## src/rtl/nwb_pkg.sv

```systemverilog
package nwb_pkg;

    typedef enum logic [1:0] {
        ST_DESEL = 2'd0,
        ST_RD    = 2'd1,
        ST_WR    = 2'd2
    } burst_st_e;

    // Low address bits of a burst beat: XOR order or wrapping count-up order.
    function automatic logic [1:0] burst_lo(input logic [1:0] base,
                                            input logic [1:0] cnt,
                                            input logic       ilv);
        return ilv ? (base ^ cnt) : (base + cnt);
    endfunction

endpackage

```

## src/rtl/nwb_sleep_sync.sv

```systemverilog
module nwb_sleep_sync #(
    parameter int unsigned STAGES = 2
) (
    input  logic clk,
    input  logic rst_n,
    input  logic sleep,
    output logic asleep
);
    logic [STAGES-1:0] sync_q;

    generate
        if (STAGES == 1) begin : g_one
            always_ff @(posedge clk or negedge rst_n) begin
                if (!rst_n) sync_q <= '0;
                else        sync_q <= sleep;
            end
        end else begin : g_many
            always_ff @(posedge clk or negedge rst_n) begin
                if (!rst_n) sync_q <= '0;
                else        sync_q <= {sync_q[STAGES-2:0], sleep};
            end
        end
    endgenerate

    assign asleep = sync_q[STAGES-1];
endmodule

```

## src/rtl/nwb_ctrl.sv

```systemverilog
module nwb_ctrl #(
    parameter int unsigned AW    = 6,
    parameter int unsigned LANES = 4
) (
    input  logic             clk,
    input  logic             rst_n,
    input  logic             cke_n,
    input  logic             asleep,
    input  logic             cs_n,
    input  logic             adv,
    input  logic             wr_n,
    input  logic [LANES-1:0] be_n,
    input  logic             burst_ilv,
    input  logic [AW-1:0]    addr,
    output logic             op_vld_q,
    output logic             op_wr_q,
    output logic [AW-1:0]    op_addr_q,
    output logic [LANES-1:0] op_mask_q
);
    import nwb_pkg::*;

    burst_st_e        state_q, state_d;
    logic [AW-1:0]    base_q, base_d;
    logic [1:0]       cnt_q, cnt_d;
    logic             vld_d, wr_d;
    logic [AW-1:0]    a_d;
    logic [LANES-1:0] mask_d;
    logic [1:0]       step_cnt;

    assign step_cnt = cnt_q + 2'd1;

    // Next-state and next-operation decode
    always_comb begin
        state_d = state_q;
        base_d  = base_q;
        cnt_d   = cnt_q;
        vld_d   = 1'b0;
        wr_d    = 1'b0;
        a_d     = op_addr_q;
        mask_d  = '0;
        if (asleep) begin
            state_d = ST_DESEL;                    // sleep-force
        end else if (!adv) begin
            if (cs_n) begin
                state_d = ST_DESEL;                // deselect
            end else begin
                base_d  = addr;                    // load-read / load-write
                cnt_d   = 2'd0;
                state_d = wr_n ? ST_RD : ST_WR;
                vld_d   = 1'b1;
                wr_d    = !wr_n;
                a_d     = addr;
                mask_d  = wr_n ? '0 : ~be_n;
            end
        end else begin
            unique case (state_q)
                ST_DESEL: ;                        // continue with nothing selected
                ST_RD, ST_WR: begin                // continue
                    cnt_d  = step_cnt;
                    vld_d  = 1'b1;
                    wr_d   = (state_q == ST_WR);
                    a_d    = {base_q[AW-1:2], burst_lo(base_q[1:0], step_cnt, burst_ilv)};
                    mask_d = (state_q == ST_WR) ? ~be_n : '0;
                end
                default: state_d = ST_DESEL;
            endcase
        end
    end

    // State register
    always_ff @(posedge clk or negedge rst_n) begin
        if (!rst_n) begin
            state_q <= ST_DESEL;
            base_q  <= '0;
            cnt_q   <= '0;
        end else if (!cke_n) begin
            state_q <= state_d;
            base_q  <= base_d;
            cnt_q   <= cnt_d;
        end
    end

    // Issued-operation register (pipeline stage one)
    always_ff @(posedge clk or negedge rst_n) begin
        if (!rst_n) begin
            op_vld_q  <= 1'b0;
            op_wr_q   <= 1'b0;
            op_addr_q <= '0;
            op_mask_q <= '0;
        end else if (!cke_n) begin
            op_vld_q  <= vld_d;
            op_wr_q   <= wr_d;
            op_addr_q <= a_d;
            op_mask_q <= mask_d;
        end
    end

    assert_desel_noop_R7: assert property (@(posedge clk) disable iff (!rst_n)
        (!cke_n && !asleep && !adv && cs_n) |=> !op_vld_q);

    assert_continue_type_R6: assert property (@(posedge clk) disable iff (!rst_n)
        (!cke_n && !asleep && adv && state_q == ST_WR) |=> (op_vld_q && op_wr_q));

    assert_cnt_step_R4: assert property (@(posedge clk) disable iff (!rst_n)
        (!cke_n && !asleep && adv && state_q != ST_DESEL) |=> (cnt_q == $past(cnt_q) + 2'd1));

    assert_stall_hold_R8: assert property (@(posedge clk) disable iff (!rst_n)
        cke_n |=> ($stable(op_addr_q) && $stable(state_q) && $stable(op_vld_q)));
endmodule

```

## src/rtl/nwb_datapath.sv

```systemverilog
module nwb_datapath #(
    parameter int unsigned DEPTH  = 64,
    parameter int unsigned LANES  = 4,
    parameter int unsigned LANE_W = 9,
    localparam int unsigned AW    = $clog2(DEPTH),
    localparam int unsigned DW    = LANES * LANE_W
) (
    input  logic             clk,
    input  logic             rst_n,
    input  logic             cke_n,
    input  logic             s1_vld,
    input  logic             s1_wr,
    input  logic [AW-1:0]    s1_addr,
    input  logic [LANES-1:0] s1_mask,
    input  logic [DW-1:0]    wdata,
    output logic             out_vld_q,
    output logic [DW-1:0]    out_dat_q
);
    logic             s2_vld, s2_wr;
    logic [AW-1:0]    s2_addr;
    logic [LANES-1:0] s2_mask;
    logic [DW-1:0]    mem [DEPTH];

    // Pipeline stage two
    always_ff @(posedge clk or negedge rst_n) begin
        if (!rst_n) begin
            s2_vld  <= 1'b0;
            s2_wr   <= 1'b0;
            s2_addr <= '0;
            s2_mask <= '0;
        end else if (!cke_n) begin
            s2_vld  <= s1_vld;
            s2_wr   <= s1_wr;
            s2_addr <= s1_addr;
            s2_mask <= s1_mask;
        end
    end

    // Array write: data trails its address by two edges, lane by lane
    always_ff @(posedge clk) begin
        if (!cke_n && s2_vld && s2_wr) begin
            for (int l = 0; l < LANES; l++) begin
                if (s2_mask[l])
                    mem[s2_addr][l*LANE_W +: LANE_W] <= wdata[l*LANE_W +: LANE_W];
            end
        end
    end

    // Output register: read served at the same depth as writes
    always_ff @(posedge clk or negedge rst_n) begin
        if (!rst_n) begin
            out_vld_q <= 1'b0;
            out_dat_q <= '0;
        end else if (!cke_n) begin
            out_vld_q <= s2_vld && !s2_wr;
            if (s2_vld && !s2_wr) out_dat_q <= mem[s2_addr];
        end
    end

    assert_rd_lat_R2: assert property (@(posedge clk) disable iff (!rst_n)
        (!cke_n && s2_vld && !s2_wr) |=> out_vld_q);

    assert_out_hold_R8: assert property (@(posedge clk) disable iff (!rst_n)
        cke_n |=> ($stable(out_dat_q) && $stable(out_vld_q)));
endmodule

```

## src/rtl/nwb_sram.sv

```systemverilog
module nwb_sram #(
    parameter int unsigned DEPTH  = 64,
    parameter int unsigned LANES  = 4,
    parameter int unsigned LANE_W = 9,
    localparam int unsigned AW    = $clog2(DEPTH),
    localparam int unsigned DW    = LANES * LANE_W
) (
    input  logic             clk,
    input  logic             rst_n,
    input  logic             cke_n,
    input  logic             cs_n,
    input  logic             adv,
    input  logic             wr_n,
    input  logic [LANES-1:0] be_n,
    input  logic             burst_ilv,
    input  logic             oe_n,
    input  logic             sleep,
    input  logic [AW-1:0]    addr,
    input  logic [DW-1:0]    wdata,
    output logic [DW-1:0]    rdata,
    output logic             rvalid
);
    logic             asleep;
    logic             s1_vld, s1_wr;
    logic [AW-1:0]    s1_addr;
    logic [LANES-1:0] s1_mask;
    logic             out_vld;
    logic [DW-1:0]    out_dat;

    nwb_sleep_sync #(.STAGES(2)) u_sleep (
        .clk(clk), .rst_n(rst_n), .sleep(sleep), .asleep(asleep)
    );

    nwb_ctrl #(.AW(AW), .LANES(LANES)) u_ctrl (
        .clk(clk), .rst_n(rst_n), .cke_n(cke_n), .asleep(asleep),
        .cs_n(cs_n), .adv(adv), .wr_n(wr_n), .be_n(be_n),
        .burst_ilv(burst_ilv), .addr(addr),
        .op_vld_q(s1_vld), .op_wr_q(s1_wr), .op_addr_q(s1_addr), .op_mask_q(s1_mask)
    );

    nwb_datapath #(.DEPTH(DEPTH), .LANES(LANES), .LANE_W(LANE_W)) u_dp (
        .clk(clk), .rst_n(rst_n), .cke_n(cke_n),
        .s1_vld(s1_vld), .s1_wr(s1_wr), .s1_addr(s1_addr), .s1_mask(s1_mask),
        .wdata(wdata), .out_vld_q(out_vld), .out_dat_q(out_dat)
    );

    // Asynchronous output gating
    always_comb begin
        rvalid = out_vld && !oe_n && !sleep && !asleep;
        rdata  = rvalid ? out_dat : '0;
    end
endmodule

```

## config.mk

```make
export PLATFORM = sky130hd
export DESIGN_NAME = nwb_sram
export DESIGN_NICKNAME = d
export VERILOG_FILES = /design/src/rtl/nwb_pkg.sv /design/src/rtl/nwb_sleep_sync.sv /design/src/rtl/nwb_ctrl.sv /design/src/rtl/nwb_datapath.sv /design/src/rtl/nwb_sram.sv
export SDC_FILE = /design/constraint.sdc
export NUM_CORES = 2
export LEC_CHECK = 0
export BUFFER_PORTS_ARGS = -buffer_cell sky130_fd_sc_hd__buf_2
export CAP_MARGIN = 20
export CORE_AREA = 2 2 395 397
export DETAILED_ROUTE_END_ITERATION = 12
export DIE_AREA = 0 0 397 399
export PLACE_DENSITY = 0.73
export SLEW_MARGIN = 20
export SYNTH_ARGS = -nofsm -noshare
export SYNTH_HDL_FRONTEND = slang
export SYNTH_SLANG_ARGS = --single-unit
```

## constraint.sdc

```tcl
create_clock -name clk -period 5 [get_ports clk]
set_clock_uncertainty 0.05 [all_clocks]
set_input_delay 0.75 -clock clk [delete_from_list [all_inputs] [get_ports clk]]
set_output_delay 0.75 -clock clk [all_outputs]
set_load 0.03 [all_outputs]
```

Word level (Yosys, flattened, before mapping). Memory sizes are Yosys's and may differ from the RTL's. A register that Yosys moved wholly into a read port is not among the register bits. Cells that the tools add are included.

Bits in registers: 37. Latch bits: 0. RAM bits: 2304. ROM bits: 0. Input bits: 55. Output and inout bits: 37. Logic and storage cells: 86. Memories kept: 1.

Memory list: u_dp.mem (words 64, width 36, read ports 1, clocked after Yosys merged registers in 1, wr ports 1, line nwb_datapath.sv:22) `logic [DW-1:0] mem [DEPTH];`.

Add/sub/neg operators: 2. Multipliers: 0. Div/mod/pow operators: 0. Order comparisons: 0. Eq/ne operators: 5. Shift operators: 0. Muxes and demuxes: 39. Bitwise logic cells: 6. Reductions and logical operators: 20.

Operators by type and width (number): two-way mux 36 bit (1); two-way mux 4 bit (6); two-way mux 1 bit (20); two-way mux 2 bit (9); two-way mux 6 bit (3); AND reduction 4 bit (2); logical NOT 1 bit (7); logical AND 1 bit (6); != test 2 x 1 -> 1 bit, second input constant (2); inverter 1 bit (4); inverter 4 bit (1); AND reduction 2 bit (2); != test 3 x 2 -> 1 bit, second input constant (1); OR reduction 3 bit (1); adder 2 x 1 -> 2 bit, second input constant (1); adder 2 bit (1); equality test 2 x 1 -> 1 bit, second input constant (1); equality test 2 bit, second input constant (1); logical NOT 2 bit (1); OR reduction 2 bit (1); bitwise XOR 2 bit (1).

Depth between registers and ports, before layout.
Depth after elaboration: 5. Depth in mapped cells: 12. Mapped depth without buffers: 8.

Modules after synthesis. Synthesis repeated with hierarchy kept, for this count alone.

Cells, all modules: 5017. Area, all modules: 92032.0 um^2.

By module, submodules not included: nwb_datapath (instances 1, cells an instance 4885, area an instance 90586.9 um^2, sequential area each 70412.5 um^2); nwb_ctrl (instances 1, cells an instance 90, area an instance 1092.3 um^2, sequential area each 550.5 um^2); nwb_sram (instances 1, cells an instance 40, area an instance 302.8 um^2, sequential area each 0.0 um^2); nwb_sleep_sync (instances 1, cells an instance 2, area an instance 50.0 um^2, sequential area each 50.0 um^2).

Least setup slack after synthesis. Ideal clock, no wire load.

Path type: input-to-output. Start point: input oe_n. End point: output rdata[26]. Arrival: 2301 ps. Required time: 4200 ps. Slack: 1899 ps. Stages on the path: 3. Path buffers: 1. Cell sequence: nor4b_1 > clkbuf_1 > and2_1.

Longest elaborated chain between the ends: 5.

RTL lines: start: declaration (line nwb_sram.sv:16) `input logic oe_n,`; logical NOT 1 bit (line nwb_sram.sv:49) `rvalid = out_vld && !oe_n && !sleep && !asleep;`; logical AND 1 bit (3 in a row) (line nwb_sram.sv:49); named net rvalid (line nwb_sram.sv:21) `output logic rvalid`; two-way mux 36 bit (line nwb_sram.sv:50) `rdata = rvalid ? out_dat : '0;`; end: declaration (line nwb_sram.sv:20) `output logic [DW-1:0] rdata,`.

The timed path passes the listed nets, and every way through them passes these cells.

Final worst setup path.
Start point: register u_dp.s2_addr[2]. End point: memory u_dp.mem[36][35] in the netlist's numbering, enable pin.

RTL lines: start: declaration (line nwb_datapath.sv:20) `logic [AW-1:0] s2_addr;`; start signal: assignment (line nwb_datapath.sv:34) `s2_addr <= s1_addr;`; end: declaration (line nwb_datapath.sv:22).

Straight into the memory's write port.

==> out/results.txt <==
The endpoint identified for the worst register-to-register timing path is u_dp.mem[36][35]. At the end of routability-driven placement, the weighted congestion stood at 0.893. For hold timing, the worst endpoint is u_ctrl.op_mask_q[1]. The number of synthesis warnings is 0, and the number of flops mapped to enable cells by yosys is 2,304. The number of different library cells used by synthesis comes to 75.

Summed over all layers, the routed wires come to 259,000 um. The path category of the worst min-delay check was input pin to flop. For this run, the top clock speed supported by timing is 238 MHz. For this run, the detailed router's first-pass iteration total came to 8. Summing every instance area after synthesis gives 92,100 um^2. The number of cells on the worst hold path was 2; the die boundary width was 397 um. Overall power consumption after layout is estimated at 50.9 mW.

In the final design database the tool counted 5,273 nets. The routed layout has 52,800 vias. During I/O placement, the number of pins put on the boundary was 92. The async set-reset flop share out of synthesis came out at 0.0307. Entering global routing, the biggest net connects 131 pins. Across the VDD grid, the largest voltage drop is 0.735 mV. Dividing the detail-routed wire length by the instance count gives 34.8 um. The worst setup path is launched from a flop. Pre-CTS worst setup slack: 1.00 ns.

The post-route cell area was 102,000 um^2. For the number of core rows, the log shows 144. For flop-to-flop paths, the worst setup slack is 0.80 ns. The detailed router finished its first iteration with 9,430 violations. Detailed placement finished with a half-perimeter wire length of 150,000 um. The run finished with clean final reports. Total routing resource utilization after global routing: 0.327.

The H-tree was split into 4 levels. In this run the clock root is driven by a clkbuf_16. TritonCTS built the clock tree. The count of unresolved DRC violations after routing came out at 0.

For the sequential fraction of the synthesis area, the log shows 0.771. Setup repair after global routing left no endpoint under its margin. After routing, the total negative slack on setup checks comes to 0 ns. The maximum buffer depth of the clock tree was 3. The logs give 5,131 for the number of nets in the synthesized netlist and 0 for the final number of max-transition violations. The required time at the endpoint of the critical path was 5.42 ns.

The tools report the number of violations of the max-capacitance limit as 0. The time the worst path needs with I/O delays and setup was 4.20 ns; the clock-pin transition on the worst setup and hold timing paths was 0.06 ns. The per-instance average area after synthesis is 18.2 um^2, and the post-route antenna net violation count is 0.

The tree built by TritonCTS fans out to 2,377 sinks. Start point of the worst min-delay path: be_n[1]. The first global-routing pass estimated 368,000 um of wire. The number of synthesized register bits was 2,377.

Most used flip-flop cell after synthesis: edfxtp_1. The number of global-route vias before repair came out at 50,700. The setup path with the least slack is of type flop to flop. Clock latency on the worst-skew pair, taken at its later pin, is 0.87 ns. The tools report the capturing element type of the critical path as a flop.

After technology mapping, the gate count stands at 5,073. The die height was 399 um; the arrival time of the worst setup path was 4.63 ns. The top cell types in the final layout, fill and taps aside, are edfxtp_1 (2,304), mux2i_1 (382), nor2_1 (377), a221oi_1 (274), clkbuf_16 (222). The logs give 0 for the number of hold violations in the final report and 32.5 nW for the static leakage.

The share of post-route cells with drive strength above 1 works out to 0.169. The total grt overflow was 0. The floorplan step defined a core boundary enclosing 154,000 um^2. The floorplan die area is 158,000 um^2, and the count of input and output buffers is 91. TritonCTS created 221 clock buffers. Compared with the post-synthesis result, the final layout area differs by 11.1%. The logs give 0.797 ns for the final worst setup slack and 11 for the number of antenna violations at the first check in global routing. The origin of the critical flop-to-flop path is u_dp.s2_addr[2]. The library cell used most frequently in the layout, excluding fill and tap cells, is edfxtp_1. Effective utilization at floorplan: 0.599. Measured in cells, the most critical reg-to-reg path has a length of 4. Worst slew slack as a fraction of its limit: 0.220. The cell area after placement is 95,100 um^2, and the final critical-path share of the clock period is 0.841.

The total power per unit cell area is 497 nW/um^2, and the maximum fanout along the worst path is 40. The post-CTS setup repair buffer count was 0; the transition time at the pin with the least slew margin was 1.17 ns. The detailed-route vias per instance was 7.09.

Setup violations remaining at the end of the flow were counted as 0.
## where the power goes
part	internal [mW]	leakage (nW)	switching, mW
logic	3.77	7.37	7.87
clock network	9.60	3.54	7.29
registers	22.0	21.6	0.326
## kinds of logic (layout without fill, tap and decap cells)
kind of cell,count (synthesis),after routing,synth area share
adders and majority gates,3,3,0.000408
DFF,2377,2377,0.771
xor gates and xnor gates,3,3,0.000285
other,0,2,0
muxes,669,669,0.0995
buffers and inverters,356,683,0.0191
and+or+nand+nor,732,732,0.0347
AOI/OAI and AO/OA,933,933,0.0750
## cell type report
type / count / area, um^2
fill: 9721 / 51300
clock inverter: 150 / 1520
inverter: 7 / 33.8
timing repair buffer: 268 / 2050
sequential: 2377 / 71000
clock buffer: 258 / 5710
antenna: 2 / 5.00
multi-input combinational: 2340 / 19500
tap: 2044 / 2560
## layer usage
metal,vias up,track usage,share of wire
li1,21000,-,-
met1,26700,0.458,0.36
met2,4241,0.484,0.45
met3,711,0.0894,0.14
met4,20,0.151,0.052
met5,-,0,0.00068
## how the worst max path moves through the flow
stage	from	to	slack [ns]	cells after the start
finish	u_dp.s2_addr[2]	u_dp.mem[36][35]	0.80	4
global route	u_dp.s2_addr[2]	u_dp.mem[36][35]	0.80	4
CTS	u_dp.s2_addr[2]	u_dp.mem[36][35]	1.0	4
detailed placement	u_dp.s2_addr[2]	u_dp.mem[36][27]	1.00	4
global placement	u_dp.s2_addr[2]	u_dp.mem[28][23]	1.12	4
floorplan	oe_n	rdata[26]	1.90	3
## per-stage QoR
step                utilization  instances  hold slack, ns
global route              0.666       7444          0.0338
floorplan                     -       5073           0.281
finish                    0.666       7446          0.0474
detailed placement        0.619       7033           0.293
CTS                       0.666       7443         0.00236
global placement          0.619       7033           0.292
## Yosys cell counts (12+ instances only)
| cell | instances | area share |
|---|---|---|
| edfxtp_1 | 2304 | 0.75 |
| o21ai_0 | 123 | 0.0067 |
| o32a_1 | 24 | 0.0026 |
| nand2_1 | 139 | 0.0057 |
| a22oi_1 | 185 | 0.015 |
| a221oi_1 | 274 | 0.026 |
| mux2_2 | 103 | 0.013 |
| o221ai_1 | 13 | 0.0012 |
| a31oi_1 | 35 | 0.0024 |
| mux4_2 | 174 | 0.043 |
| o22ai_1 | 75 | 0.0051 |
| a22o_1 | 15 | 0.0014 |
| and3_1 | 17 | 0.0012 |
| and2_1 | 44 | 0.0030 |
| a21oi_1 | 85 | 0.0046 |
| nor3_1 | 25 | 0.0014 |
| nor2_1 | 384 | 0.016 |
| nand3_1 | 68 | 0.0037 |
| nor2b_1 | 12 | 0.00081 |
| buf_4 | 41 | 0.0033 |
| o22a_1 | 16 | 0.0015 |
| buf_1 | 29 | 0.0012 |
| clkbuf_1 | 137 | 0.0056 |
| mux2i_1 | 382 | 0.042 |
| buf_2 | 129 | 0.0070 |
| dfrtp_1 | 73 | 0.020 |
| o2111ai_1 | 17 | 0.0016 |
## worst max-delay path, cell delays in order, from the launching register on
cell,delay [ns]
dfrtp_4,0.81
inv_4,0.43
nor2_2,0.98
nand2_1,0.66
nor2_1,0.83
## flip-flops by register name (all words and copies together) (netlist names), 2 cells and up
signal            flops
u_dp.s2_addr          6
u_ctrl.op_addr_q      6
u_sleep.sync_q        2
u_dp.s2_mask          4
u_ctrl.op_mask_q      4
u_ctrl.cnt_q          2
u_dp.out_dat_q       36
u_ctrl.state_q        2
u_ctrl.base_q         6
u_dp.mem           2304
## what timing repair did
| item | CTS | global route |
|---|---|---|
| resized for setup | 0 | 0 |
| endpoints found under the setup margin | 0 | 0 |
| hold buffers | 2 | 0 |
| endpoints found under the hold margin | 39 | 0 |
Note: power is estimated with default switching activity, not from simulation.
